**src/rtl/cla_pkg.sv**
```systemverilog
package cla_pkg;
  // Default partitioning of the adder
  localparam int CLA_GROUP_W    = 4;
  localparam int CLA_NUM_GROUPS = 4;
endpackage

```
**src/rtl/cla_lookahead.sv**
```systemverilog
// Lookahead unit: expands every carry as a flat sum of products over
// generate/propagate inputs; reused at bit level and at group level.
module cla_lookahead #(
  parameter int N = 4
) (
  input  logic [N-1:0] gen_i,
  input  logic [N-1:0] prop_i,
  input  logic         cin,
  output logic [N:0]   carry_o,
  output logic         grp_g,
  output logic         grp_p
);

  // carry into position k, fully expanded (no chained terms)
  function automatic logic expand_carry(input logic [N-1:0] gv,
                                        input logic [N-1:0] pv,
                                        input logic         ci,
                                        input int           k,
                                        input logic         use_ci);
    logic acc;
    logic term;
    acc = 1'b0;
    for (int j = 0; j < k; j++) begin
      term = gv[j];
      for (int m = j + 1; m < k; m++) term = term & pv[m];
      acc = acc | term;
    end
    term = use_ci & ci;
    for (int m = 0; m < k; m++) term = term & pv[m];
    return acc | term;
  endfunction

  assign carry_o[0] = cin;

  for (genvar k = 1; k <= N; k++) begin : g_carry
    assign carry_o[k] = expand_carry(gen_i, prop_i, cin, k, 1'b1);
  end

  assign grp_g = expand_carry(gen_i, prop_i, 1'b0, N, 1'b0);
  assign grp_p = &prop_i;

  // each expanded carry agrees with the one-step recurrence
  for (genvar k = 1; k <= N; k++) begin : g_chk
    always_comb begin

      carry_recur_chk: assert (carry_o[k] == (gen_i[k-1] | (prop_i[k-1] & carry_o[k-1])))
        else $error("lookahead carry %0d disagrees with recurrence", k);
    end
  end

  always_comb begin

    grp_cascade_chk: assert (carry_o[N] == (grp_g | (grp_p & cin)))
      else $error("group carry-out disagrees with group G/P");
  end

endmodule

```
**src/rtl/cla_group.sv**
```systemverilog
// One W-bit adder group: bit-level generate/propagate, local lookahead,
// sum bits and group G/P. Carry-in comes from the upper lookahead level.
module cla_group #(
  parameter int W = 4
) (
  input  logic [W-1:0] a,
  input  logic [W-1:0] b,
  input  logic         cin,
  output logic [W-1:0] sum,
  output logic         grp_g,
  output logic         grp_p
);

  logic [W-1:0] bit_g;
  logic [W-1:0] bit_p;
  logic [W:0]   bit_c;

  assign bit_g = a & b;
  assign bit_p = a | b;

  cla_lookahead #(.N(W)) u_look (
    .gen_i   (bit_g),
    .prop_i  (bit_p),
    .cin     (cin),
    .carry_o (bit_c),
    .grp_g   (grp_g),
    .grp_p   (grp_p)
  );

  assign sum = a ^ b ^ bit_c[W-1:0];

  always_comb begin

    gen_in_prop_chk: assert ((bit_g & ~bit_p) == '0)
      else $error("generate set without propagate");

    grp_sum_chk: assert (sum == W'({1'b0, a} + {1'b0, b} + (W+1)'(cin)))
      else $error("group sum mismatch");
  end

endmodule

```
**src/rtl/cla_adder16.sv**
```systemverilog
// Two-level lookahead adder: NUM_GROUPS groups of GROUP_W bits, with a
// second lookahead level supplying every group carry-in.
module cla_adder16
  import cla_pkg::*;
#(
  parameter int GROUP_W    = CLA_GROUP_W,
  parameter int NUM_GROUPS = CLA_NUM_GROUPS,
  localparam int WIDTH     = GROUP_W * NUM_GROUPS
) (
  input  logic [WIDTH-1:0] a,
  input  logic [WIDTH-1:0] b,
  input  logic             cin,
  output logic [WIDTH-1:0] sum,
  output logic             cout,
  output logic             blk_p,
  output logic             blk_g
);

  logic [NUM_GROUPS-1:0] grp_g;
  logic [NUM_GROUPS-1:0] grp_p;
  logic [NUM_GROUPS:0]   grp_c;

  for (genvar i = 0; i < NUM_GROUPS; i++) begin : g_grp
    cla_group #(.W(GROUP_W)) u_grp (
      .a     (a[i*GROUP_W +: GROUP_W]),
      .b     (b[i*GROUP_W +: GROUP_W]),
      .cin   (grp_c[i]),
      .sum   (sum[i*GROUP_W +: GROUP_W]),
      .grp_g (grp_g[i]),
      .grp_p (grp_p[i])
    );
  end

  cla_lookahead #(.N(NUM_GROUPS)) u_top_look (
    .gen_i   (grp_g),
    .prop_i  (grp_p),
    .cin     (cin),
    .carry_o (grp_c),
    .grp_g   (blk_g),
    .grp_p   (blk_p)
  );

  assign cout = grp_c[NUM_GROUPS];

  always_comb begin

    full_sum_chk: assert ({cout, sum} == ({1'b0, a} + {1'b0, b} + (WIDTH+1)'(cin)))
      else $error("adder result mismatch");

    blk_cascade_chk: assert (cout == (blk_g | (blk_p & cin)))
      else $error("block carry-out disagrees with block G/P");
  end

endmodule

```
**config.mk**
```make
export PLATFORM = sky130hd
export DESIGN_NAME = cla_adder16
export DESIGN_NICKNAME = d
export VERILOG_FILES = /design/src/rtl/cla_pkg.sv /design/src/rtl/cla_lookahead.sv /design/src/rtl/cla_group.sv /design/src/rtl/cla_adder16.sv
export SDC_FILE = /design/constraint.sdc
export NUM_CORES = 1
export LEC_CHECK = 0
export BUFFER_PORTS_ARGS = -buffer_cell sky130_fd_sc_hd__clkbuf_2
export CORE_ASPECT_RATIO = 0.8
export CORE_MARGIN = 3
export CORE_UTILIZATION = 50
export DETAILED_ROUTE_END_ITERATION = 7
export GPL_ROUTABILITY_DRIVEN = 0
export GPL_TIMING_DRIVEN = 0
export PLACE_DENSITY_LB_ADDON = 0.08
export REMOVE_ABC_BUFFERS = 1
export SLEW_MARGIN = 20
export SYNTH_ARGS = -nofsm -noshare
export SYNTH_HDL_FRONTEND = slang
export SYNTH_SLANG_ARGS = --single-unit
export TNS_END_PERCENT = 5
```
**constraint.sdc**
```tcl
create_clock -name vclk -period 2.7
set_clock_uncertainty 0.05 [all_clocks]
set_input_delay 0.27 -clock vclk [all_inputs]
set_output_delay 0.27 -clock vclk [all_outputs]
set_load 0.03 [all_outputs]
```
==> flow_summary_export.csv, run 1 <==
group,metric,value,unit
global_route,grt_remaining_overflow,0,
global_route,grt_pass1_vias,1014,
cells_and_area,area_growth,30.0,%
power,p_leak,0.864,nW
placement,port_buffers,52,
detailed_routing,drtIter0Drc,24,
die,start_util,55.1,%
global_route,grt_usage,17.1,%
flow_run,drv_cap,0,
yosys,yosysWarnings,0,
placement,detailed_place_hpwl,2170,µm
worst_setup_path,crit_type,"in2out",
detailed_routing,vias,1105,
worst_setup_path,worstPathRequired,2380,ps
sta,worst_slew_pin_slew,465,ps
cells_and_area,clkbuf_count,0,
sta,relSlewSlack,68.8,%
die,num_io_pins,52,
cells_and_area,nFlopsAndLatches,0,
sta,holdWs,926,ps
yosys,syn_area_per_cell,7.58,µm²
yosys,synthCells,144,
die,fp.dieW,58.2,µm
worst_setup_path,cp_max_fo,4,
detailed_routing,wl_per_cell,10.9,µm
sta,finalHoldViolations,0,
worst_setup_path,arrival,2210,ps
yosys,ys_types,31,
yosys,yosysTopAreaCell,"ha_1",
sta,post-route-period-util,93.8,%
global_route,grt_pass1_wl,3890,µm
global_route,grt_max_degree,6,
worst_hold_path,hold_depth,3,
status,outcome,"complete, no violations",
global_route,antenna_found_initial,0,
cells_and_area,seqCellArea,0,µm²
detailed_routing,ant_nets,0,
yosys,synth_top_area_share,36.7,%
sta,min_period,2530,ps
cells_and_area,multiInputGateArea,946,µm²
yosys,synth_area_leaders,"ha_1 (37%), inv_1 (14%), fa_1 (7.3%)",
worst_hold_path,hold_class,"in2out",
yosys,syn-cell-area,1090,µm²
die,fp.coreArea,1980,µm²
sta,finalSetupViolCount,0,
detailed_routing,vias_per_cell,4.96,
die,die_height,47.8,µm
worst_setup_path,startpoint_type,"input port",
cells_and_area,fillCellCount,167,
cells_and_area,diodes,0,
die,die_area,2780,µm²
die,num_rows,14,
detailed_routing,routed_wl,2440,µm
worst_setup_path,worst_setup_path_end_kind,"output port",
yosys,seq_area_frac_synth,0,%
power,p_per_area,277,nW/µm²
sta,max_freq,395,MHz
sta,setup_tns,0,ps
sta,drv_slew,0,
power,ir_drop,0.202,mV
cells_and_area,drive_gt1_share,32.7,%
detailed_routing,drc,0,
detailed_routing,drt-pass1-iter-count,4,
cells_and_area,layout.nets,270,
## layout make-up
class              instances  area share, %
inverters                 42           11.1
well taps                 24           2.12
repair buffers            55           20.1
multi-input cells        102           66.7
## cell families (layout without fill, tap and decap cells)
family,count (synthesis),after routing,share of synthesized area (%)
XOR/XNOR,10,10,8.03
AO/OA/AOI/OAI,26,26,17.9
buffers and inverters,42,97,14.4
AND/OR/NAND/NOR,30,30,15.6
adder cells (fa/ha/maj),36,36,44.0
## routing by layer
| metal | share of wire [%] | routed length (µm) | GRT usage (%) |
|---|---|---|---|
| met5 | 0 | 0 | 0 |
| met4 | 0.66 | 16 | 0 |
| met3 | 4.9 | 119 | 0.539 |
| met2 | 55 | 1350 | 38.3 |
| met1 | 39 | 953 | 19.4 |
## final timing paths
kind              slack, ps     end  from
setup / recovery        170  sum[9]  a[0]
hold / removal          930  sum[0]   cin
## report_power, final
group | internal (mW) | switching, mW
Sequential | 0 | 0
Clock | 0 | 0
Combinational | 0.143 | 0.250
## critical path: stages
cell	delay (ps)
clkbuf_2	110
ha_1	210
nor2b_1	140
o21ai_2	150
nand3_2	150
a211oi_4	310
inv_1	90
fa_1	400
xor2_1	150
clkbuf_2	220
## cells in the final DEF, fill, tap and decap left out
master / synthesis / routed
clkbuf_2: 0 / 51
inv_1: 42 / 42
ha_1: 32 / 32
xor2_1: 8 / 8
nor2_1: 7 / 7
a21oi_1: 7 / 6
nor3_1: 5 / 5
or3_1: 5 / 5
o21bai_1: 4 / 4
fa_1: 4 / 4
buf_4: 0 / 4
nand2_1: 3 / 3
o21ai_0: 3 / 3
nor2b_1: 2 / 2
nand2b_1: 2 / 2
o31ai_1: 2 / 2
xnor2_1: 2 / 2
a21oi_2: 0 / 1
o21ai_2: 0 / 1
nand3_2: 0 / 1
nor4_2: 1 / 1
a221oi_2: 1 / 1
a211oi_4: 1 / 1
or4_4: 1 / 1
o221ai_2: 1 / 1
or2_2: 1 / 1
o22ai_1: 1 / 1
or4b_2: 1 / 1
a22oi_1: 1 / 1
a31oi_1: 1 / 1
o21a_1: 1 / 1
o311a_1: 1 / 1
a211oi_1: 1 / 1
nor4_1: 1 / 1
## what timing repair did
| action | CTS | global route |
|---|---|---|
| hold buffers | 0 | 0 |
| gates resized for setup | 0 | 6 |
| setup buffers | 2 | 1 |
| pin swaps | 1 | 2 |
| endpoints found under the setup margin | 3 | 4 |
## through the flow
step / power, mW / cell area [µm²] / setup WS [ps] / std cells / utilization (%)
2_1_floorplan: 0.277 / 1090 / 105 / 144 / -
3_3_place_gp: 0.369 / 1380 / -91.3 / 220 / 69.8
3_5_place_dp: 0.380 / 1380 / -70.6 / 220 / 69.8
4_1_cts: 0.388 / 1400 / 17.8 / 222 / 70.5
5_1_grt: 0.434 / 1420 / -17.8 / 223 / 71.7
6_report: 0.393 / 1420 / 168 / 223 / 71.7
## cells in the mapped netlist (all sizes together)
library cell,number
inv,42
ha,32
xor2,8
a21oi,7
nor2,7
nor3,5
or3,5
fa,4
o21ai,4
o21bai,4
nand2,3
a211oi,2
nand2b,2
nor2b,2
nor4,2
o31ai,2
xnor2,2
a221oi,1
a22oi,1
a31oi,1
nand3,1
o21a,1
o221ai,1
o22ai,1
o311a,1
or2,1
or4,1
or4b,1
Power figures use the tool's default switching activity.
==> run 2: changes to the inputs <==
CORE_ASPECT_RATIO = not set   (was 0.8)
==> run 2 against run 1 <==
Net effect:
- fmax is 0.29% lower
- final area is 2.7% higher
- hold slack better by 3.0 ps
- count of clock-buffer cells in the layout unchanged
- highest routed layer is now met3
==> flow_summary_export.csv, run 2 (synthesis results as in run 1) <==
group,metric,value,unit
status,outcome,"complete, no violations",
detailed_routing,drc,0,
placement,place_inst,223,
worst_setup_path,cp.depth,10,
placement,port_buffers,52,
detailed_routing,wl_met3,103,µm
sta,grt_setup_unrepaired,"false",
power,finalPower,0.402,mW
placement,preCtsSetupSlack,-115,ps
cells_and_area,drive_gt1_share,33.3,%
worst_setup_path,worst_setup_path_end_kind,"output port",
die,num_io_pins,52,
cells_and_area,final_common_cell,"clkbuf_2",
power,p_leak,0.880,nW
worst_setup_path,worst-path-buf-inv,2,
cells_and_area,layout_common_cells,"clkbuf_2 (50), inv_1 (42), ha_1 (32)",
detailed_routing,ant_nets,0,
die,die_height,52.7,µm
sta,min_period,2540,ps
cells_and_area,clkbuf_count,0,
die,start_util,54.0,%
detailed_routing,drtIter0Drc,18,
sta,finalHoldViolations,0,
sta,max_freq,394,MHz
power,ir_drop,0.201,mV
cells_and_area,area_growth,33.6,%
sta,setup_tns,0,ps
cells_and_area,layout.nets,272,
worst_setup_path,slowest_stage,"fa_1",
worst_setup_path,worstPathCellList,"clkbuf_2, ha_1, nor2b_1, o21ai_2, nand3_2, a211oi_4, o21bai_1, fa_1, xor2_1, buf_4",
detailed_routing,drt-pass1-iter-count,4,
global_route,grt_remaining_overflow,0,
detailed_routing,top_layer,"met3",
global_route,grt_pass1_vias,1042,
cells_and_area,seqCellArea,0,µm²
cells_and_area,design_area,1460,µm²
placement,place_area,1390,µm²
cells_and_area,multiInputGateArea,966,µm²
die,num_rows,16,
sta,worst_slew_pin_slew,486,ps
worst_setup_path,arrival,2220,ps
sta,holdWs,929,ps
sta,drv_slew,0,
power,p_per_area,276,nW/µm²
cells_and_area,nFlopsAndLatches,0,
global_route,grt_pass1_wl,4000,µm
worst_setup_path,cp_max_fo,5,
detailed_routing,wl_met2,1260,µm
cells_and_area,finish.utilization,72.1,%
global_route,grt_max_degree,6,
sta,post-route-period-util,94.1,%
worst_setup_path,crit_type,"in2out",
cells_and_area,fillCellCount,173,
worst_setup_path,startpoint_type,"input port",
sta,fin_ws,160,ps
worst_hold_path,hold_depth,3,
cells_and_area,diodes,0,
sta,relSlewSlack,67.3,%
worst_setup_path,slowest_delay,390,ps
detailed_routing,wl_per_cell,10.0,µm
worst_hold_path,hold_class,"in2out",
worst_setup_path,worstPathRequired,2380,ps
cells_and_area,fin_cells,228,
global_route,antenna_found_initial,0,
detailed_routing,routed_wl,2290,µm
detailed_routing,vias_per_cell,4.83,
placement,detailed_place_hpwl,2070,µm
flow_run,drv_cap,0,
die,die_area,2780,µm²
global_route,grt_usage,17.6,%
detailed_routing,wirelength_met1,926,µm
die,fp.dieW,52.7,µm
worst_setup_path,path_delay_family,"compound AO/OA/AOI/OAI gates",
die,fp.coreArea,2020,µm²
detailed_routing,vias,1102,
sta,finalSetupViolCount,0,
run 2: metal layers:
layer / track usage, % / vias up
met2: 38.0 / 28
met3: 0.285 / 0
li1: - / 581
met1: 19.1 / 493
met5: 0 / -
met4: 0.426 / 0
run 2: cell type report:
cell class,count,share of cell area [%]
multi-input combinational,102,66.3
tap,27,2.32
inverter,42,10.8
timing repair buffer,57,20.6
run 2: worst paths after layout:
| kind | slack, ps | startpoint | endpoint |
|---|---|---|---|
| setup / recovery | 160 | a[0] | sum[13] |
| hold / removal | 930 | cin | sum[0] |
run 2: what timing repair did:
action                                  4_1_cts  5_1_grt
pin swaps                                     1        2
endpoints found under the hold margin         0        0
setup buffers                                 3        2
gates resized for setup                       1        7
endpoints found under the setup margin        3        4
hold buffers                                  0        0
run 2: worst min-delay path, stage by stage:
cell      delay [ps]
clkbuf_2          90
fa_1             150
clkbuf_2         200
run 2: power breakdown:
part	switching [mW]	internal, mW
combinational	0.251	0.151
sequential	0	0
clock	0	0
==> run 3: changes to the inputs <==
ABC_AREA = 1   (was not set)
==> run 3 against run 2 <==
Net effect:
- setup slack better by 270 ps
- synthesized cell count is 25% higher
- hold slack better by 26 ps
- global-route usage is 3.2 points lower
- first-iteration DRC count is 39% lower
- wire length is 3.6% lower
- sequential cell count stayed put
- area after synthesis is 14% higher
- final area is 5.8% higher
- critical path type unchanged
- largest cell class unchanged
==> flow_summary_export.csv, run 3 <==
group,metric,value,unit
flow_run,drv_cap,0,
die,die_height,56.0,µm
yosys,synth_top_family_by_area,"adder cells",
power,swShare,65.6,%
power,combinationalPowerShare,100.0,%
worst_hold_path,hold_depth,3,
worst_setup_path,crit_type,"in2out",
detailed_routing,vias_per_cell,4.53,
die,num_rows,17,
global_route,grt_usage,14.4,%
detailed_routing,vias,1177,
die,fp.coreArea,2300,µm²
cells_and_area,fillCellCount,228,
sta,max_freq,440,MHz
global_route,grt_pass1_vias,1049,
detailed_routing,drc,0,
yosys,synth_fa_ha_area_share,38.5,%
yosys,synth_most_common_cell,"inv_1",
sta,min_period,2270,ps
yosys,synthCells,180,
power,finalPower,0.400,mW
worst_setup_path,slowest_stage,"fa_1",
power,p_leak,0.985,nW
worst_setup_path,worstPathRequired,2380,ps
worst_setup_path,slowest_delay,380,ps
die,fp.dieW,56.0,µm
cells_and_area,nFlopsAndLatches,0,
status,outcome,"complete, no violations",
cells_and_area,area_growth,23.7,%
cells_and_area,drive_gt1_share,37.1,%
sta,relSlewSlack,78.2,%
cells_and_area,layout_common_cells,"inv_1 (52), clkbuf_2 (52), ha_1 (32)",
yosys,synth_top_area_share,32.1,%
yosys,syn_area_per_cell,6.93,µm²
power,clockPowerShare,0,%
cells_and_area,layout.nets,303,
global_route,grt_pass1_wl,4040,µm
sta,finalHoldViolations,0,
sta,finalSetupViolCount,0,
worst_setup_path,arrival,1950,ps
detailed_routing,drtIter0Drc,11,
die,start_util,54.3,%
yosys,synthSimpleGateAreaFrac,28.9,%
worst_setup_path,startpoint_type,"input port",
die,die_area,3130,µm²
power,p_switching,0.262,mW
yosys,synth_compound_area_share,7.82,%
power,p_int,0.138,mW
die,num_io_pins,52,
power,ir_drop,0.170,mV
yosys,yosysWarnings,0,
sta,worst_slew_pin_slew,326,ps
cells_and_area,diodes,0,
clock_network,cts_resized,0,
worst_setup_path,crit_top_cell,"nand2_2",
clock_network,hold_buffers,0,
global_route,grt_remaining_overflow,0,
worst_setup_path,cp_max_fo,3,
detailed_routing,drt-pass1-iter-count,4,
detailed_routing,ant_nets,0,
yosys,seq_area_frac_synth,0,%
worst_hold_path,hold_class,"in2out",
yosys,yosys-top-cells-count,"inv_1 (52), ha_1 (32), nand2_1 (26), nand2_2 (8), nor2_1 (7)",
yosys,synth_xor_area_share,7.62,%
worst_setup_path,worstPathCellList,"clkbuf_2, inv_1, ha_1, inv_1, nand2_1, nand2_2, nand2_1, nand2_2, nor2_4, nand2_2, inv_1, nand2_2, fa_1, xor2_1, clkbuf_2",
worst_setup_path,worst_setup_path_end_kind,"output port",
sta,grt_setup_unrepaired,"false",
cells_and_area,clkbuf_count,0,
sta,drv_slew,0,
yosys,yosysTopAreaCell,"ha_1",
worst_hold_path,timing.hold.worst.start,"cin",
detailed_routing,wl_per_cell,8.48,µm
yosys,ys_types,26,
yosys,syn-cell-area,1250,µm²
global_route,grt_max_degree,6,
placement,port_buffers,52,
placement,detailed_place_hpwl,2170,µm
detailed_routing,routed_wl,2200,µm
global_route,antenna_found_initial,0,
sta,setup_tns,0,ps
yosys,synth_area_leaders,"ha_1 (32%), inv_1 (16%), nand2_1 (7.8%)",
worst_hold_path,holdPathEnd,"sum[0]",
sta,post-route-period-util,84.2,%
power,pwr-share-seq,0,%
clock_network,post-cts-setup-buffer-count,0,
cells_and_area,seqCellArea,0,µm²
yosys,synthMuxAreaShare,0,%
power,p_per_area,259,nW/µm²
cells_and_area,multiInputGateArea,1030,µm²
[run 3: power groups by stage]
stage,Clock (mW),Combinational (mW),Sequential (mW)
global route,0,0.442,0
floorplan,0,0.302,0
global placement,0,0.395,0
finish,0,0.400,0
detailed placement,0,0.405,0
CTS,0,0.406,0
[run 3: cells by family (layout without fill, tap and decap cells)]
group	Yosys count	after routing
AO/OA/AOI/OAI	13	13
XOR/XNOR	10	10
adder cells (fa/ha/maj)	36	36
buffers and inverters	57	109
AND/OR/NAND/NOR	64	64
[run 3: layer usage]
metal,vias to the layer above,wire (µm),track usage (%)
met5,-,0,0
met4,0,0,0
met3,0,145,0.928
met2,30,1130,28.0
met1,509,929,18.2
li1,638,-,-
[run 3: per-stage QoR]
| stage | utilization (%) | hold slack, ps | worst slack, ps | instances | cell area [µm²] |
|---|---|---|---|---|---|
| after floorplan | - | 811 | 506 | 180 | 1250 |
| after global placement | 67.2 | 944 | 470 | 260 | 1540 |
| after detailed placement | 67.2 | 953 | 391 | 260 | 1540 |
| after CTS | 67.2 | 955 | 395 | 260 | 1540 |
| after global routing | 67.2 | 976 | 231 | 260 | 1540 |
| final | 67.2 | 955 | 428 | 260 | 1540 |
[run 3: worst max-delay path by stage]
stage / start / to / slack [ps] / cells after the start
floorplan: a[1] / sum[13] / 510 / 13
global placement: a[0] / sum[12] / 470 / 12
detailed placement: a[9] / sum[13] / 390 / 15
CTS: a[9] / sum[13] / 390 / 15
global route: b[9] / sum[13] / 230 / 15
finish: a[9] / sum[13] / 430 / 15
[run 3: layout make-up]
cell class / count / area share, %
inverters: 57 / 13.9
multi-input cells: 123 / 67.0
well taps: 28 / 2.27
repair buffers: 52 / 16.9
[run 3: worst max-delay path: cells and delay by family]
| family | cells | cell delay (ps) |
|---|---|---|
| simple gates | 7 | 490 |
| fa+ha+maj | 2 | 560 |
| buf+inv | 5 | 480 |
| xor+xnor | 1 | 150 |
